File: src/rtl/fpadd_pkg.sv
package fpadd_pkg;

  // Rounding selections seen on the rndMode pin
  typedef enum logic {
    RND_NEAREST_EVEN = 1'b0,
    RND_TOWARD_ZERO  = 1'b1
  } rndMode_e;

  // Strobes from control to datapath
  typedef struct packed {
    logic loadRes;       // capture the new sum this edge
    logic roundNearest;  // resolve extra bits by nearest-even, else drop them
  } ctrlStrobe_t;

endpackage

File: src/rtl/fpadd_ctrl.sv
module fpadd_ctrl
  import fpadd_pkg::*;
(
  input  logic        clk,
  input  logic        rstN,
  input  logic        inValid,
  input  logic        rndMode,
  output ctrlStrobe_t strobes,
  output logic        outValid
);

  always_comb begin
    strobes.loadRes      = inValid;
    strobes.roundNearest = (rndMode == RND_NEAREST_EVEN);
  end

  always_ff @(posedge clk or negedge rstN) begin
    if (!rstN) outValid <= 1'b0;
    else       outValid <= inValid;
  end

  // valid appears one edge after the input strobe
  p_valid_follow_r10: assert property (@(posedge clk) disable iff (!rstN)
    inValid |=> outValid);

  // no strobe, no valid
  p_valid_idle_r10: assert property (@(posedge clk) disable iff (!rstN)
    !inValid |=> !outValid);

endmodule

File: src/rtl/fpadd_dp.sv
module fpadd_dp
  import fpadd_pkg::*;
#(
  parameter int EXP_W = 8,
  parameter int MAN_W = 23,
  parameter int GRS_W = 3
) (
  input  logic                     clk,
  input  logic                     rstN,
  input  logic [EXP_W+MAN_W:0]     opA,
  input  logic [EXP_W+MAN_W:0]     opB,
  input  ctrlStrobe_t              strobes,
  output logic [EXP_W+MAN_W:0]     resWord
);

  localparam int WORD_W = 1 + EXP_W + MAN_W;
  localparam int SIG_W  = MAN_W + 1 + GRS_W;
  localparam int SUM_W  = SIG_W + 1;
  localparam int LZ_W   = $clog2(SIG_W + 1);
  localparam logic [EXP_W-1:0] SIG_W_E = EXP_W'(SIG_W);

  // ---------------- unpack both operands ----------------
  logic [WORD_W-1:0] opWord [2];
  logic              opSign [2];
  logic [EXP_W-1:0]  opExp  [2];
  logic [SIG_W-1:0]  opSig  [2];

  assign opWord[0] = opA;
  assign opWord[1] = opB;

  for (genvar gi = 0; gi < 2; gi++) begin : g_unpack
    assign opSign[gi] = opWord[gi][WORD_W-1];
    assign opExp[gi]  = opWord[gi][WORD_W-2:MAN_W];
    // hidden one only for a nonzero exponent field
    assign opSig[gi]  = {(|opWord[gi][WORD_W-2:MAN_W]), opWord[gi][MAN_W-1:0], {GRS_W{1'b0}}};
  end

  // ---------------- order by magnitude ----------------
  logic             aIsBig;
  logic             bigSign;
  logic [EXP_W-1:0] bigExp, smallExp, expDiff;
  logic [SIG_W-1:0] bigSig, smallSig;

  assign aIsBig   = {opExp[0], opSig[0]} >= {opExp[1], opSig[1]};
  assign bigSign  = aIsBig ? opSign[0] : opSign[1];
  assign bigExp   = aIsBig ? opExp[0]  : opExp[1];
  assign bigSig   = aIsBig ? opSig[0]  : opSig[1];
  assign smallExp = aIsBig ? opExp[1]  : opExp[0];
  assign smallSig = aIsBig ? opSig[1]  : opSig[0];
  assign expDiff  = bigExp - smallExp;

  // ---------------- alignment with sticky ----------------
  logic [SIG_W-1:0] alignSig;
  logic             lostBits;

  always_comb begin
    if (expDiff >= SIG_W_E) begin
      lostBits = |smallSig;
      alignSig = '0;
    end else begin
      lostBits = |(smallSig & ~({SIG_W{1'b1}} << expDiff));
      alignSig = smallSig >> expDiff;
    end
    alignSig[0] = alignSig[0] | lostBits;
  end

  // ---------------- add or subtract ----------------
  logic             effSub;
  logic [SUM_W-1:0] rawSum;
  logic             sumZero;

  assign effSub  = opSign[0] ^ opSign[1];
  assign rawSum  = effSub ? ({1'b0, bigSig} - {1'b0, alignSig})
                          : ({1'b0, bigSig} + {1'b0, alignSig});
  assign sumZero = (rawSum == '0);

  // ---------------- leading zero count ----------------
  logic [LZ_W-1:0] lzCnt;
  logic            lzFound;

  always_comb begin
    lzCnt   = '0;
    lzFound = 1'b0;
    for (int i = SIG_W - 1; i >= 0; i--) begin
      if (!lzFound && rawSum[i]) begin
        lzCnt   = LZ_W'(SIG_W - 1 - i);
        lzFound = 1'b1;
      end
    end
  end

  // ---------------- normalise ----------------
  logic [SIG_W-1:0] normSig;
  logic [EXP_W-1:0] normExp;

  always_comb begin
    if (rawSum[SIG_W]) begin
      normSig = rawSum[SIG_W:1] | {{(SIG_W-1){1'b0}}, rawSum[0]};
      normExp = bigExp + 1'b1;
    end else begin
      normSig = rawSum[SIG_W-1:0] << lzCnt;
      normExp = bigExp - EXP_W'(lzCnt);
    end
  end

  // ---------------- round ----------------
  logic [MAN_W:0]   keepSig;
  logic             guardBit, tailBits, roundUp;
  logic [MAN_W+1:0] roundSum;
  logic [MAN_W-1:0] finalMan;
  logic [EXP_W-1:0] finalExp;
  logic [WORD_W-1:0] nextWord;

  assign keepSig  = normSig[SIG_W-1:GRS_W];
  assign guardBit = normSig[GRS_W-1];
  assign tailBits = |normSig[GRS_W-2:0];
  assign roundUp  = strobes.roundNearest & guardBit & (tailBits | keepSig[0]);
  assign roundSum = {1'b0, keepSig} + {{(MAN_W+1){1'b0}}, roundUp};

  always_comb begin
    if (roundSum[MAN_W+1]) begin
      finalMan = roundSum[MAN_W:1];
      finalExp = normExp + 1'b1;
    end else begin
      finalMan = roundSum[MAN_W-1:0];
      finalExp = normExp;
    end
  end

  assign nextWord = sumZero ? '0 : {bigSign, finalExp, finalMan};

  always_ff @(posedge clk or negedge rstN) begin
    if (!rstN)                resWord <= '0;
    else if (strobes.loadRes) resWord <= nextWord;
  end

  // result register holds when nothing is loaded
  p_hold_idle_r10: assert property (@(posedge clk) disable iff (!rstN)
    !strobes.loadRes |=> $stable(resWord));

  // an exactly cancelled sum leaves +0 in the register
  p_zero_pos_r9: assert property (@(posedge clk) disable iff (!rstN)
    strobes.loadRes && sumZero |=> resWord == '0);

  // the normaliser always leaves a leading one for a nonzero sum
  p_norm_lead_r5: assert property (@(posedge clk) disable iff (!rstN)
    strobes.loadRes && !sumZero |-> normSig[SIG_W-1]);

  // truncation stores exactly the kept fraction bits
  p_trunc_drop_r7: assert property (@(posedge clk) disable iff (!rstN)
    strobes.loadRes && !strobes.roundNearest && !sumZero
      |=> resWord[MAN_W-1:0] == $past(normSig[SIG_W-2:GRS_W]));

endmodule

File: src/rtl/fpadd_top.sv
module fpadd_top
  import fpadd_pkg::*;
#(
  parameter int EXP_W = 8,
  parameter int MAN_W = 23,
  parameter int GRS_W = 3
) (
  input  logic                 clk,
  input  logic                 rstN,
  input  logic [EXP_W+MAN_W:0] opA,
  input  logic [EXP_W+MAN_W:0] opB,
  input  logic                 rndMode,
  input  logic                 inValid,
  output logic [EXP_W+MAN_W:0] result,
  output logic                 outValid
);

  ctrlStrobe_t strobes;

  fpadd_ctrl ctrl_i (
    .clk      (clk),
    .rstN     (rstN),
    .inValid  (inValid),
    .rndMode  (rndMode),
    .strobes  (strobes),
    .outValid (outValid)
  );

  fpadd_dp #(
    .EXP_W (EXP_W),
    .MAN_W (MAN_W),
    .GRS_W (GRS_W)
  ) dp_i (
    .clk     (clk),
    .rstN    (rstN),
    .opA     (opA),
    .opB     (opB),
    .strobes (strobes),
    .resWord (result)
  );

endmodule

File: config.mk
export PLATFORM = sky130hd
export DESIGN_NAME = fpadd_top
export DESIGN_NICKNAME = d
export VERILOG_FILES = /design/src/rtl/fpadd_pkg.sv /design/src/rtl/fpadd_ctrl.sv /design/src/rtl/fpadd_dp.sv /design/src/rtl/fpadd_top.sv
export SDC_FILE = /design/constraint.sdc
export NUM_CORES = 1
export LEC_CHECK = 0
export BUFFER_PORTS_ARGS = -buffer_cell sky130_fd_sc_hd__buf_2
export CORE_MARGIN = 5
export CORE_UTILIZATION = 30
export CTS_CLUSTER_SIZE = 24
export DETAILED_ROUTE_END_ITERATION = 7
export SKIP_CTS_REPAIR_TIMING = 1
export SLEW_MARGIN = 10
export SYNTH_ARGS = -nofsm -noshare
export SYNTH_HDL_FRONTEND = slang
export SYNTH_SLANG_ARGS = --single-unit
File: constraint.sdc
create_clock -name clk -period 1.4 [get_ports clk]
set_clock_uncertainty 0.1 [all_clocks]
set_input_delay 0.14 -clock clk [delete_from_list [all_inputs] [get_ports clk]]
set_output_delay 0.14 -clock clk [all_outputs]
set_load 0.02 [all_outputs]
Word level (Yosys, flattened, before mapping)
Cells that the tools add are included.
{"block": "word_totals", "ff_bits": 33, "input_bits": 68, "out_inout_bits": 33, "elab_cells": 146}
{"block": "op_classes", "add_sub_neg": 7, "n_lt_le_gt_ge": 2, "shift": 3, "n_mux": 65, "bitwise_logic": 9, "n_reduce_logical": 58}
{"operator": "2-to-1 mux 27 bit", "n": 4}
{"operator": "2-to-1 mux 5 bit", "n": 11}
{"operator": "OR reduction 27 bit", "n": 2}
{"operator": "greater-or-equal comparator 35 bit", "n": 1}
{"operator": "2-to-1 mux 32 bit", "n": 1}
{"operator": "2-to-1 mux 4 bit", "n": 8}
{"operator": "2-to-1 mux 8 bit", "n": 4}
{"operator": "2-to-1 mux 1 bit", "n": 29}
{"operator": "adder 27 x 27 -> 28 bit", "n": 1}
{"operator": "logical NOT 28 bit", "n": 1}
{"operator": "2-to-1 mux 28 bit", "n": 1}
{"operator": "subtractor 27 x 27 -> 28 bit", "n": 1}
{"operator": "bitwise AND 27 bit", "n": 1}
{"operator": "inverter 27 bit", "n": 1}
{"operator": "OR 27 x 1 -> 27 bit", "n": 1}
{"operator": "<< shifter 27 x 5 -> 27 bit", "n": 1}
{"operator": "<< shifter 27 x 8 -> 27 bit, first input constant", "n": 1}
{"operator": ">> shifter 27 x 8 -> 27 bit", "n": 1}
{"operator": "logical AND 1 bit", "n": 26}
{"operator": "logical NOT 1 bit", "n": 26}
{"operator": "adder 24 x 1 -> 25 bit", "n": 1}
{"operator": "2-to-1 mux 23 bit", "n": 1}
{"operator": "adder 8 x 1 -> 8 bit, second input constant", "n": 2}
{"operator": "OR reduction 8 bit", "n": 2}
{"operator": "10 further kinds", "n": 16}

Depth between registers and ports, before layout
{"block": "depth", "word_depth": 99, "ltp_mapped": 71, "depth_no_buf": 60}

By module
From an unflattened synthesis, not the netlist that was laid out.
{"block": "unflattened", "cells_unflattened": 1797, "area_unflattened_um2": 12269.3}
{"module": "fpadd_dp", "instances": 1, "cells_per_inst": 1794, "area_per_inst_um2": 12233.0, "seq_area_each_um2": 800.8}
{"module": "fpadd_ctrl", "instances": 1, "cells_per_inst": 3, "area_per_inst_um2": 36.3, "seq_area_each_um2": 25.0}

Worst setup path after synthesis
Ideal clock, no wire load.
{"block": "synth_timing", "path_type": "in2reg", "from": "input opA[24]", "to": "register dp_i.resWord[30]", "setup_time_ps": 132, "t_arrival_ps": 13053, "required_ps": 1168, "path_slack_ps": -11884, "cell_stages": 64, "n_path_buf": 11, "path_cell_list": "nor4_1 nand2_1 ha_1 and4_1 and4_1 a221oi_2 and2_1 buf_2 and3_1 nor2_1 ha_1 clkbuf_1 buf_1 clkbuf_1 clkbuf_1 mux2i_1 a21oi_1 o2bb2ai_1 [... 28 more ...] o21ai_1 o21ai_4 inv_2 buf_2 buf_2 buf_2 ha_1 and2_1 fa_1 a21o_1 a21oi_1 o21bai_1 a21oi_1 xor2_1 nor2_1 and3_1 nand3_1 o211ai_1"}
{"block": "synth_via", "elab_chain_len": 99, "elab_cells_between_ends": 139, "classes_between": "add/sub: 7; order compare: 2; shift: 3; mux: 63; bitwise: 7; reduce/logical: 57"}
{"item": "from (decl)", "line_no": "fpadd_top.sv:10", "text": "input logic [EXP_W+MAN_W:0] opA,"}
{"item": "OR reduction 8 bit", "line_no": "fpadd_dp.sv:35", "text": "assign opSig[gi] = {(|opWord[gi][WORD_W-2:MAN_W]), opWord[gi][MAN_W-1:0], {GRS_W{1'b0}}};"}
{"item": "greater-or-equal comparator 35 bit", "line_no": "fpadd_dp.sv:44", "text": "assign aIsBig = {opExp[0], opSig[0]} >= {opExp[1], opSig[1]};"}
{"item": "2-to-1 mux 8 bit, on equally long branches", "line_no": "fpadd_dp.sv:46, fpadd_dp.sv:48"}
{"item": "subtractor 8 bit", "line_no": "fpadd_dp.sv:50", "text": "assign expDiff = bigExp - smallExp;"}
{"item": "<< shifter 27 x 8 -> 27 bit", "line_no": "fpadd_dp.sv:61", "text": "lostBits = |(smallSig & ~({SIG_W{1'b1}} << expDiff));"}
{"item": "inverter 27 bit", "line_no": "fpadd_dp.sv:61"}
{"item": "bitwise AND 27 bit", "line_no": "fpadd_dp.sv:61"}
{"item": "OR reduction 27 bit", "line_no": "fpadd_dp.sv:61"}
{"item": "[... 83 more ...]"}
{"item": "<< shifter 27 x 5 -> 27 bit", "line_no": "fpadd_dp.sv:101", "text": "normSig = rawSum[SIG_W-1:0] << lzCnt;"}
{"item": "2-to-1 mux 27 bit", "line_no": "fpadd_dp.sv:97", "text": "if (rawSum[SIG_W]) begin"}
{"item": "OR reduction 2 bit", "line_no": "fpadd_dp.sv:116", "text": "assign tailBits = |normSig[GRS_W-2:0];"}
{"item": "OR 1 bit", "line_no": "fpadd_dp.sv:117", "text": "assign roundUp = strobes.roundNearest & guardBit & (tailBits | keepSig[0]);"}
{"item": "bitwise AND 1 bit", "line_no": "fpadd_dp.sv:117"}
{"item": "adder 24 x 1 -> 25 bit", "line_no": "fpadd_dp.sv:118", "text": "assign roundSum = {1'b0, keepSig} + {{(MAN_W+1){1'b0}}, roundUp};"}
{"item": "2-to-1 mux 8 bit", "line_no": "fpadd_dp.sv:121", "text": "if (roundSum[MAN_W+1]) begin"}
{"item": "2-to-1 mux 32 bit *", "line_no": "fpadd_dp.sv:130", "text": "assign nextWord = sumZero ? '0 : {bigSign, finalExp, finalMan};"}
{"item": "to (signal assigned)", "line_no": "fpadd_dp.sv:134", "text": "else if (strobes.loadRes) resWord <= nextWord;"}
{"item": "to (decl)", "line_no": "fpadd_dp.sv:13", "text": "output logic [EXP_W+MAN_W:0] resWord"}
Every way passes the cells marked *; elsewhere a longest branch is shown, timed or not.
A chain may end at the register's enable or synchronous reset.

Worst setup path after layout
{"block": "layout_timing", "from": "input opA[0]", "to": "register dp_i.resWord[21]"}
{"block": "layout_via", "elab_chain_len": 98, "elab_cells_between_ends": 134, "classes_between": "add/sub: 4; order compare: 2; shift: 3; mux: 62; bitwise: 7; reduce/logical: 56"}
{"item": "greater-or-equal comparator 35 bit", "line_no": "fpadd_dp.sv:44"}
{"item": "2-to-1 mux 8 bit, on equally long branches", "line_no": "fpadd_dp.sv:46, fpadd_dp.sv:48"}
{"item": "subtractor 8 bit", "line_no": "fpadd_dp.sv:50"}
{"item": "<< shifter 27 x 8 -> 27 bit", "line_no": "fpadd_dp.sv:61"}
{"item": "inverter 27 bit", "line_no": "fpadd_dp.sv:61"}
{"item": "bitwise AND 27 bit", "line_no": "fpadd_dp.sv:61"}
{"item": "OR reduction 27 bit", "line_no": "fpadd_dp.sv:61"}
{"item": "2-to-1 mux 1 bit", "line_no": "fpadd_dp.sv:57", "text": "if (expDiff >= SIG_W_E) begin"}
{"item": "[... 82 more ...]"}
{"item": "<< shifter 27 x 5 -> 27 bit", "line_no": "fpadd_dp.sv:101"}
{"item": "2-to-1 mux 27 bit", "line_no": "fpadd_dp.sv:97"}
{"item": "OR reduction 2 bit", "line_no": "fpadd_dp.sv:116"}
{"item": "OR 1 bit", "line_no": "fpadd_dp.sv:117"}
{"item": "bitwise AND 1 bit", "line_no": "fpadd_dp.sv:117"}
{"item": "adder 24 x 1 -> 25 bit", "line_no": "fpadd_dp.sv:118"}
{"item": "2-to-1 mux 23 bit", "line_no": "fpadd_dp.sv:121"}
{"item": "2-to-1 mux 32 bit *", "line_no": "fpadd_dp.sv:130"}
Marks and branches as above.

==> impl_metrics.yaml <==
clocking:
  htree_levels: 2
  clockBufferDepth: 2
  cts.sinks: 33
  cts_tree: "done"
  cts_inserted_buffers: 5
  clock_latency_ns: 0.28
  path_clk_slew_ns: 0.05
  cts_root_buf: "clkbuf_16"
yosys:
  synth_edf_count: 0
  yosys_warnings: 0
  ys_ff_latch: 33
  syn_area_mm2: 0.0121
  ys_seq_area_frac: 0.0685
  synth_cell_type_count: 117
  syn-num-nets: 1899
  synth-async-reset-ratio: 1.00
  yosys_most_used_dff: "dfrtp_1"
  synth_area_per_cell_um2: 6.84
  syn-instance-count: 1762
placed_design:
  place.detailed.hpwl_um: 52400
  dp_slack_ns: -10.52
  globalplace.congestion: 1.05
  place_area_mm2: 0.0187
  port_buffers: 100
grt:
  antenna_found_initial: 1
  grt_max_degree: 48
  globalRouteTotalUtil: 0.263
  grt-ovfl-total: 0
  grt_pass1_vias: 16966
  grt_pass1_wl_um: 94700
sta:
  rsz0062_at_grt: "yes"
  tightest_slew_ns: 1.07
  hold_viol_final: 0
  max_freq_mhz: 88.2
  timing.final.crit_share: 8.10
  setup_tns_ns: -313.80
  setup_ws_ns: -9.94
  setup_violations: 32
  finalCriticalPeriod_ns: 11.34
  holdWs_ns: 0.0862
  slew_headroom: 0.278
  drv_slew: 0
route:
  wl_um: 62500
  drcViolationCount: 0
  vias: 17675
  wire_per_inst_um: 20.4
  ant_nets: 0
  drtIter0Drc: 1853
  firstDrtPassIters: 6
  vias_per_cell: 5.76
pwr:
  p_leak_uw: 0.00931
  power_density_mw_per_mm2: 1800
  peakVddDrop_mv: 0.911
floorplan:
  boundaryPins: 101
  coreArea_mm2: 0.0397
  die_h_um: 210
  start_util: 0.303
  dieArea_mm2: 0.0443
  fp-row-count: 73
  die_w_um: 210
setup_path:
  r2r_slack_ns: 0.54
  crit_fanout: 8
  slowest_stage: "or4_4"
  arrival_ns: 11.41
  startpoint_type: "input port"
  rr_worst_depth: 2
  worstPathRequired_ns: 1.47
  max_stage_delay_ns: 0.57
  crit_type: "in2reg"
  endpoint_kind: "flop"
run_status:
  outcome: "complete, but fails checks"
  violations: "setup timing"
finish:
  diodes: 0
  final_common_cell: "buf_4"
  finish.instance_area_mm2: 0.0199
  area_delta_synth_final_pct: 65.0
  utilization: 0.501
  final_cell_mix: "buf_4, nand2_1, nor2_1"
  layout-drive-gt1-share: 0.439
  nets: 2678
min_path:
  hold_class: "in2reg"
  holdPathStages: 2
run:
  drv_cap: 0
==> worst max-delay path: cells and delay by family <==
family                     cells  cell delay [ns]
muxes                          4             1.41
buffers and inverters          6             0.56
xor gates and xnor gates       2             0.33
and+or+nand+nor               17             3.86
AOI/OAI and AO/OA             17             4.02
adders and majority gates      4             1.10
==> cells in the mapped netlist (8+ instances only) <==
cell type,n,area (um2)
a22o_1,14,123
nand4_1,28,175
nor4_1,22,138
nand3_1,57,285
or3_1,16,100
o21bai_1,8,60.1
o2bb2ai_1,9,78.8
mux2i_1,54,541
a21oi_1,123,616
a21o_1,40,300
buf_2,23,115
a211oi_1,28,210
o21ai_0,116,581
a22oi_1,15,113
dfrtp_1,33,826
and3_1,20,125
xor2_1,37,324
and2_1,29,181
inv_1,65,244
o221ai_1,11,96.3
nor2b_1,16,100
o22ai_1,22,138
or4_1,8,60.1
o32ai_1,8,70.1
nand2b_1,15,93.8
a221oi_1,10,87.6
o21a_1,10,75.1
nor3_1,52,260
o211ai_1,37,278
nand2_1,197,739
ha_1,68,851
a211o_1,16,140
o31ai_1,22,165
or2_2,15,93.8
clkbuf_1,72,270
nor2_1,161,604
buf_1,13,48.8
mux4_2,11,248
xnor2_1,46,403
a31oi_1,26,163
mux2_2,14,158
==> metrics by stage <==
| step | power, uW | instances |
|---|---|---|
| finish | 35900 | 3067 |
| global route | 38100 | 3067 |
| CTS | 33500 | 3021 |
| detailed placement | 32100 | 3013 |
| global placement | 31900 | 3013 |
| floorplan | 17500 | 1762 |
==> power breakdown <==
part | switching (uW) | total (uW) | internal, uW | leakage (uW)
registers | 260 | 1670 | 1410 | 0.000403
logic | 17400 | 32900 | 15500 | 0.00882
clock network | 406 | 1290 | 889 | 0.0000841
total | 18100 | 35900 | 17800 | 0.00931
==> final timing paths <==
kind                                         startpoint                            to
max reg2reg                dp_i.resWord[30]$_DFFE_PN0P_  dp_i.resWord[30]$_DFFE_PN0P_
max                                              opA[0]  dp_i.resWord[21]$_DFFE_PN0P_
min                                             inValid     ctrl_i.outValid$_DFF_PN0_
min in group asynchronous                          rstN   dp_i.resWord[2]$_DFFE_PN0P_
max in group asynchronous                          rstN   dp_i.resWord[9]$_DFFE_PN0P_
min reg2reg                dp_i.resWord[15]$_DFFE_PN0P_  dp_i.resWord[15]$_DFFE_PN0P_
==> cell type report <==
class                      count  area, um2
fill                        3879      19800
multi-input combinational   1549      11400
timing repair buffer         884       6550
clock buffer                   7        143
sequential                    33        826
tap                          525        657
inverter                      68        265
clock inverter                 1       30.0
==> flip-flops by register name (all words and copies together), names as in the netlist <==
name and cells:
ctrl_i.outValid 1, dp_i.resWord 32
==> per-layer routing <==
metal / up-vias / GRT usage / wire length (um)
met1: 8335 / 0.351 / 25800
met5: - / 0 / 0
li1: 8282 / - / -
met2: 886 / 0.435 / 28700
met4: 0 / 0.117 / 3390
met3: 172 / 0.0198 / 4670
==> kinds of logic after synthesis <==
logic type,share of synthesized area
AND/OR/NAND/NOR,0.280
AO/OA/AOI/OAI,0.376
buffers and inverters,0.0617
XOR/XNOR,0.0603
multiplexers,0.0809
adder cells (fa/ha/maj),0.0731
flip-flops,0.0685
Note: power is estimated with default switching activity, not from simulation.
